## config.mk

```make
export PLATFORM = sky130hd
export DESIGN_NAME = wdt_guard
export DESIGN_NICKNAME = d
export VERILOG_FILES = /design/src/rtl/wdt_guard_pkg.sv /design/src/rtl/wdt_unlock.sv /design/src/rtl/wdt_ctrl.sv /design/src/rtl/wdt_counter.sv /design/src/rtl/wdt_guard.sv
export SDC_FILE = /design/constraint.sdc
export NUM_CORES = 1
export LEC_CHECK = 0
export BUFFER_PORTS_ARGS = -buffer_cell sky130_fd_sc_hd__buf_4
export CAP_MARGIN = 10
export CORE_ASPECT_RATIO = 2
export CORE_UTILIZATION = 30
export DETAILED_ROUTE_END_ITERATION = 12
export GPL_TIMING_DRIVEN = 0
export PLACE_DENSITY = 0.49
export SYNTH_ARGS = -nofsm -noshare
export SYNTH_HDL_FRONTEND = slang
export SYNTH_HIERARCHICAL = 1
export SYNTH_SLANG_ARGS = --single-unit
export TNS_END_PERCENT = 30
```

## constraint.sdc

```tcl
create_clock -name clk -period 4.1 [get_ports clk]
set_input_delay 0.615 -clock clk [delete_from_list [all_inputs] [get_ports clk]]
set_output_delay 0.615 -clock clk [all_outputs]
set_load 0.01 [all_outputs]
```

## src/rtl/wdt_guard_pkg.sv

```systemverilog
package wdt_guard_pkg;
  localparam int unsigned CODE_W = 4;

  typedef struct packed {
    logic [1:0]        rsvd;
    logic [CODE_W-1:0] period;
    logic              enable;
    logic              chg_en;
  } wdt_ctrl_t;

  function automatic int unsigned code_to_ticks(input int unsigned code,
                                                input int unsigned base_log2,
                                                input int unsigned max_code);
    int unsigned c;
    c = (code > max_code) ? max_code : code;
    return 32'd1 << (base_log2 + c);
  endfunction
endpackage

```

## src/rtl/wdt_unlock.sv

```systemverilog
module wdt_unlock #(
  parameter int unsigned CYCLES = 4
) (
  input  logic clk,
  input  logic rst,
  input  logic unlock_stb,
  output logic open_win
);
  localparam int unsigned CW = $clog2(CYCLES + 1);

  logic [CW-1:0] left_q;

  always_ff @(posedge clk) begin
    if (rst) begin
      left_q <= '0;
    end else if (unlock_stb) begin
      left_q <= CW'(CYCLES);
    end else if (left_q != '0) begin
      left_q <= left_q - CW'(1);
    end
  end

  assign open_win = (left_q != '0);
endmodule

```

## src/rtl/wdt_ctrl.sv

```systemverilog
module wdt_ctrl
  import wdt_guard_pkg::*;
#(
  parameter int unsigned MAX_CODE = 10
) (
  input  logic              clk,
  input  logic              rst,
  input  logic [CODE_W-1:0] fuse_period,
  input  logic              fuse_enable,
  input  logic              wr_ok,
  input  logic [7:0]        wr_data,
  output logic [CODE_W-1:0] period_q,
  output logic              enable_q
);
  wdt_ctrl_t wr_f;
  logic      code_legal;

  assign wr_f       = wdt_ctrl_t'(wr_data);
  assign code_legal = (32'(wr_f.period) <= MAX_CODE);

  always_ff @(posedge clk) begin
    if (rst) begin
      period_q <= fuse_period;
      enable_q <= fuse_enable;
    end else if (wr_ok && wr_f.chg_en) begin
      enable_q <= wr_f.enable;
      if (code_legal) begin
        period_q <= wr_f.period;
      end
    end
  end
endmodule

```

## src/rtl/wdt_counter.sv

```systemverilog
module wdt_counter #(
  parameter int unsigned CNT_W = 15
) (
  input  logic             clk,
  input  logic             rst,
  input  logic             enable,
  input  logic             tick,
  input  logic             clear,
  input  logic             win_mode,
  input  logic [CNT_W-1:0] total_lim,
  input  logic [CNT_W-1:0] closed_lim,
  output logic [CNT_W-1:0] cnt_q,
  output logic             req_q
);
  logic [CNT_W-1:0] cnt_inc;

  assign cnt_inc = cnt_q + CNT_W'(1);

  always_ff @(posedge clk) begin
    if (rst) begin
      cnt_q <= '0;
      req_q <= 1'b0;
    end else begin
      req_q <= 1'b0;
      if (!enable) begin
        cnt_q <= '0;
      end else if (clear) begin
        cnt_q <= '0;
        if (win_mode && (cnt_q < closed_lim)) begin
          req_q <= 1'b1;
        end
      end else if (tick) begin
        if (cnt_inc >= total_lim) begin
          cnt_q <= '0;
          req_q <= 1'b1;
        end else begin
          cnt_q <= cnt_inc;
        end
      end
    end
  end
endmodule

```

## src/rtl/wdt_guard.sv

```systemverilog
module wdt_guard
  import wdt_guard_pkg::*;
#(
  parameter int unsigned UNLOCK_CYCLES = 4,
  parameter int unsigned MAX_CODE      = 10,
  parameter int unsigned BASE_LOG2     = 3
) (
  input  logic              clk,
  input  logic              rst,
  input  logic              tick,
  input  logic [CODE_W-1:0] fuse_period,
  input  logic              fuse_enable,
  input  logic              unlock_stb,
  input  logic              wr_en,
  input  logic [7:0]        wr_data,
  output logic [7:0]        rd_data,
  input  logic              wdt_clear,
  input  logic              win_mode,
  input  logic [CODE_W-1:0] closed_code,
  output logic              reset_req
);
  localparam int unsigned CNT_W = BASE_LOG2 + MAX_CODE + 2;

  logic              open_win;
  logic [CODE_W-1:0] period_q;
  logic              enable_q;
  logic [CNT_W-1:0]  open_lim;
  logic [CNT_W-1:0]  closed_lim;
  logic [CNT_W-1:0]  total_lim;
  logic [CNT_W-1:0]  tick_cnt;
  wdt_ctrl_t         rd_f;

  wdt_unlock #(.CYCLES(UNLOCK_CYCLES)) unlock_i (
    .clk(clk), .rst(rst), .unlock_stb(unlock_stb), .open_win(open_win)
  );

  wdt_ctrl #(.MAX_CODE(MAX_CODE)) ctrl_i (
    .clk(clk), .rst(rst), .fuse_period(fuse_period), .fuse_enable(fuse_enable),
    .wr_ok(open_win && wr_en), .wr_data(wr_data),
    .period_q(period_q), .enable_q(enable_q)
  );

  assign open_lim   = CNT_W'(code_to_ticks(32'(period_q), BASE_LOG2, MAX_CODE));
  assign closed_lim = CNT_W'(code_to_ticks(32'(closed_code), BASE_LOG2, MAX_CODE));
  assign total_lim  = win_mode ? (open_lim + closed_lim) : open_lim;

  wdt_counter #(.CNT_W(CNT_W)) counter_i (
    .clk(clk), .rst(rst), .enable(enable_q), .tick(tick), .clear(wdt_clear),
    .win_mode(win_mode), .total_lim(total_lim), .closed_lim(closed_lim),
    .cnt_q(tick_cnt), .req_q(reset_req)
  );

  always_comb begin
    rd_f        = '0;
    rd_f.period = period_q;
    rd_f.enable = enable_q;
  end
  assign rd_data = rd_f;
endmodule

```

==> run_results.csv <==
group,metric,value,unit
clocking,cts_root_buf,"clkbuf_16",
timing,slew_headroom,0.622,
timing,finalMaxSlewViolations,0,
global_route,grt_pass1_vias,3056,
cells_and_area,ff_latch_area,531,sq um
pwr,p_leak,1.67,nW
setup_path,critPathMaxFanout,10,
cells_and_area,final_cells,598,
routing,drtPass1Iterations,4,
clocking,htree_levels,1,
hold_path,hold_class,"flop to flop",
clocking,cts.clk_slew.worst_paths,0.06,ns
run_status,status,"finished, final reports clean",
hold_path,min_from,"counter_i/cnt_q[13]",
global_route,antenna_found_initial,0,
cells_and_area,drive_gt1_frac,0.222,
setup_path,r2r_start,"ctrl_i/period_q[2]",
setup_path,startpoint_type,"flop",
routing,drt-total-wl,8.84,mm
job,drv_cap,0,
logic_synthesis,syn_area,3120,sq um
logic_synthesis,yosysUniqueCellTypes,66,
timing,fin_crit_sh,0.948,
placed_design,gp_congestion,0.849,
logic_synthesis,postSynthAreaPerCell,7.73,sq um
setup_path,cp.arrival,4.02,ns
timing,max_freq,257,MHz
routing,ant_nets,0,
cells_and_area,area_delta_synth_final,26.1,%
setup_path,critPathRequiredTime,4.24,ns
clocking,clk_path_buf_depth,2,
logic_synthesis,synth_edf_count,5,
global_route,grt_max_degree,14,
logic_synthesis,synth_ff_type,"dfxtp_1",
die,coreArea,10100,sq um
die,fp.dieW,74.1,microns
routing,via_count,2986,
die,io_pins,33,
die,start_util,0.309,
global_route,grt_pass1_wl,13.9,mm
die,rows,52,
timing,fin_worst_skew,0.00569,ns
logic_synthesis,synthTopCellsByCount,"ha_1 (47), inv_1 (41), a21oi_1 (30), nand2_1 (25), nor2_1 (24)",
timing,post-route-min-period,3.89,ns
placed_design,dp_hpwl,7.27,mm
logic_synthesis,ys_warn_count,6,
logic_synthesis,yosysTopAreaCell,"ha_1",
clocking,cts_made_buffers,3,
routing,wl_per_cell,14.8,microns
placed_design,dp_cells,577,
placed_design,io_buffers,26,
logic_synthesis,syn-instance-count,403,
die,die_y,146,microns
clocking,cts.sinks,24,
routing,drtIter0Drc,107,
global_route,grtUsageTotal,0.169,
cells_and_area,multi_input_area,2560,sq um
cells_and_area,utilization,0.390,
timing,hold_viol_final,0,
setup_path,endpoint_kind,"flop",
logic_synthesis,synth_seq_area_share,0.170,
routing,vias_per_cell,4.99,
timing,tightestPinTransition,0.567,ns
clocking,cts_tree,"done",
logic_synthesis,yosysMostFrequentCell,"ha_1",
setup_path,crit_type,"flop to flop",
clocking,hold_buffers,0,
logic_synthesis,async_flop_share,0,
pwr,peakVddDrop,0.298,mV
logic_synthesis,synth.area.top_cells,"ha_1 (19%), dfxtp_1 (12%), inv_1 (4.9%)",
logic_synthesis,synth_top_area_frac,0.189,
global_route,overflow,0,
pwr,cellPowerDensity,192,nW/um^2
cells_and_area,diodes,0,
timing,setup_viol,0,
setup_path,cp-startpoint,"ctrl_i/period_q[2]",
die,dieArea,10800,sq um
logic_synthesis,ys_ff_latch,24,
routing,drcViolationCount,0,
cells_and_area,fill_cells,1040,
cells_and_area,nets,536,
clocking,clk_latency,0.26,ns
## final cells by class
cell class,instances,share of cell area
multi-input cells,334,0.652
flip-flops and latches,24,0.135
repair buffers,45,0.0854
well taps,135,0.0430
inverters,42,0.0401
clock buffers,4,0.0226
plain buffers,14,0.0217
## final timing paths
check	cells past startpoint	slack, ns	end
worst max-delay path	19	0.21	counter_i/cnt_q[8]
worst min-delay path	2	0.53	counter_i/cnt_q[13]
worst max register to register	19	0.21	counter_i/cnt_q[8]
worst min register to register	2	0.53	counter_i/cnt_q[13]
## report_power, final
group	internal, W	switching (W)	total (W)
sequential	0.000250	0.0000106	0.000261
clock	0.000149	0.0000860	0.000235
combinational	0.000120	0.000137	0.000257
## metal layers
metal / track usage / share of wire / up-vias
met4: 0.0981 / 0.049 / 0
met3: 0.0110 / 0.016 / 23
met1: 0.148 / 0.34 / 1361
li1: - / - / 1536
met5: 0 / 0 / -
met2: 0.342 / 0.59 / 66
## metrics by stage
step / hold WS (ns) / power, W / worst slack [ns] / setup TNS [ns] / instance area, sq um
6_report: 0.530 / 0.000753 / 0.213 / 0 / 3930
5_1_grt: 0.539 / 0.000800 / -0.00827 / -0.00827 / 3930
4_1_cts: 0.533 / 0.000727 / 0.0475 / 0 / 3670
3_5_place_dp: 0.522 / 0.000478 / -0.726 / -10.70 / 3530
3_3_place_gp: 0.520 / 0.000476 / -0.731 / -10.64 / 3530
2_1_floorplan: 0.482 / 0.000411 / 0.503 / 0 / 3170
## kinds of logic after synthesis
kind of cell | share of synthesized area
other | 0.00241
adders and majority gates | 0.195
DFF | 0.170
buffers and inverters | 0.0803
muxes | 0.0333
AOI/OAI and AO/OA | 0.201
and+or+nand+nor | 0.261
xor gates and xnor gates | 0.0562
## cell usage in the layout (no fill, tap or decap), types with 7 or more instances in the layout
cell       n
nand2_1   25
ha_1      42
dfxtp_1   19
o21a_1     7
inv_1     41
a31oi_1    7
buf_4     48
nor3_1     7
nand3_1   20
a21oi_1   27
o21ai_0   13
nor2_1    23
xor2_1     7
xnor2_1   13
conb_1    15
nand2b_1  20
nand4_1    7
a21o_1     7
## repair_timing
item / in CTS / in global routing
gates resized for setup: 7 / 29
setup endpoints to repair: 16 / 16
setup buffers: 3 / 16
pin swaps: 1 / 6
## registers in the layout, summed over array words and instances, names as in the netlist
| register | cells |
|---|---|
| counter_i/cnt_q | 15 |
| ctrl_i/period_q | 4 |
| counter_i/req_q | 1 |
| ctrl_i/enable_q | 1 |
| unlock_i/left_q | 3 |
## worst max-delay path: stages, from the launching register on
cell and delay, ns:
edfxtp_1 0.52, buf_4 0.19, nand2b_4 0.07, nor2_1 0.20, ha_2 0.37, a21oi_1 0.14
o21ai_0 0.15, a31o_2 0.27, a31oi_1 0.17, xor2_1 0.09, o21ai_0 0.15, inv_1 0.06
ha_1 0.29, nand4_1 0.18, nor3_2 0.26, a211oi_4 0.08, buf_4 0.18, buf_6 0.15
a31oi_1 0.16, nor2_1 0.05
Note: power is estimated with default switching activity, not from simulation.
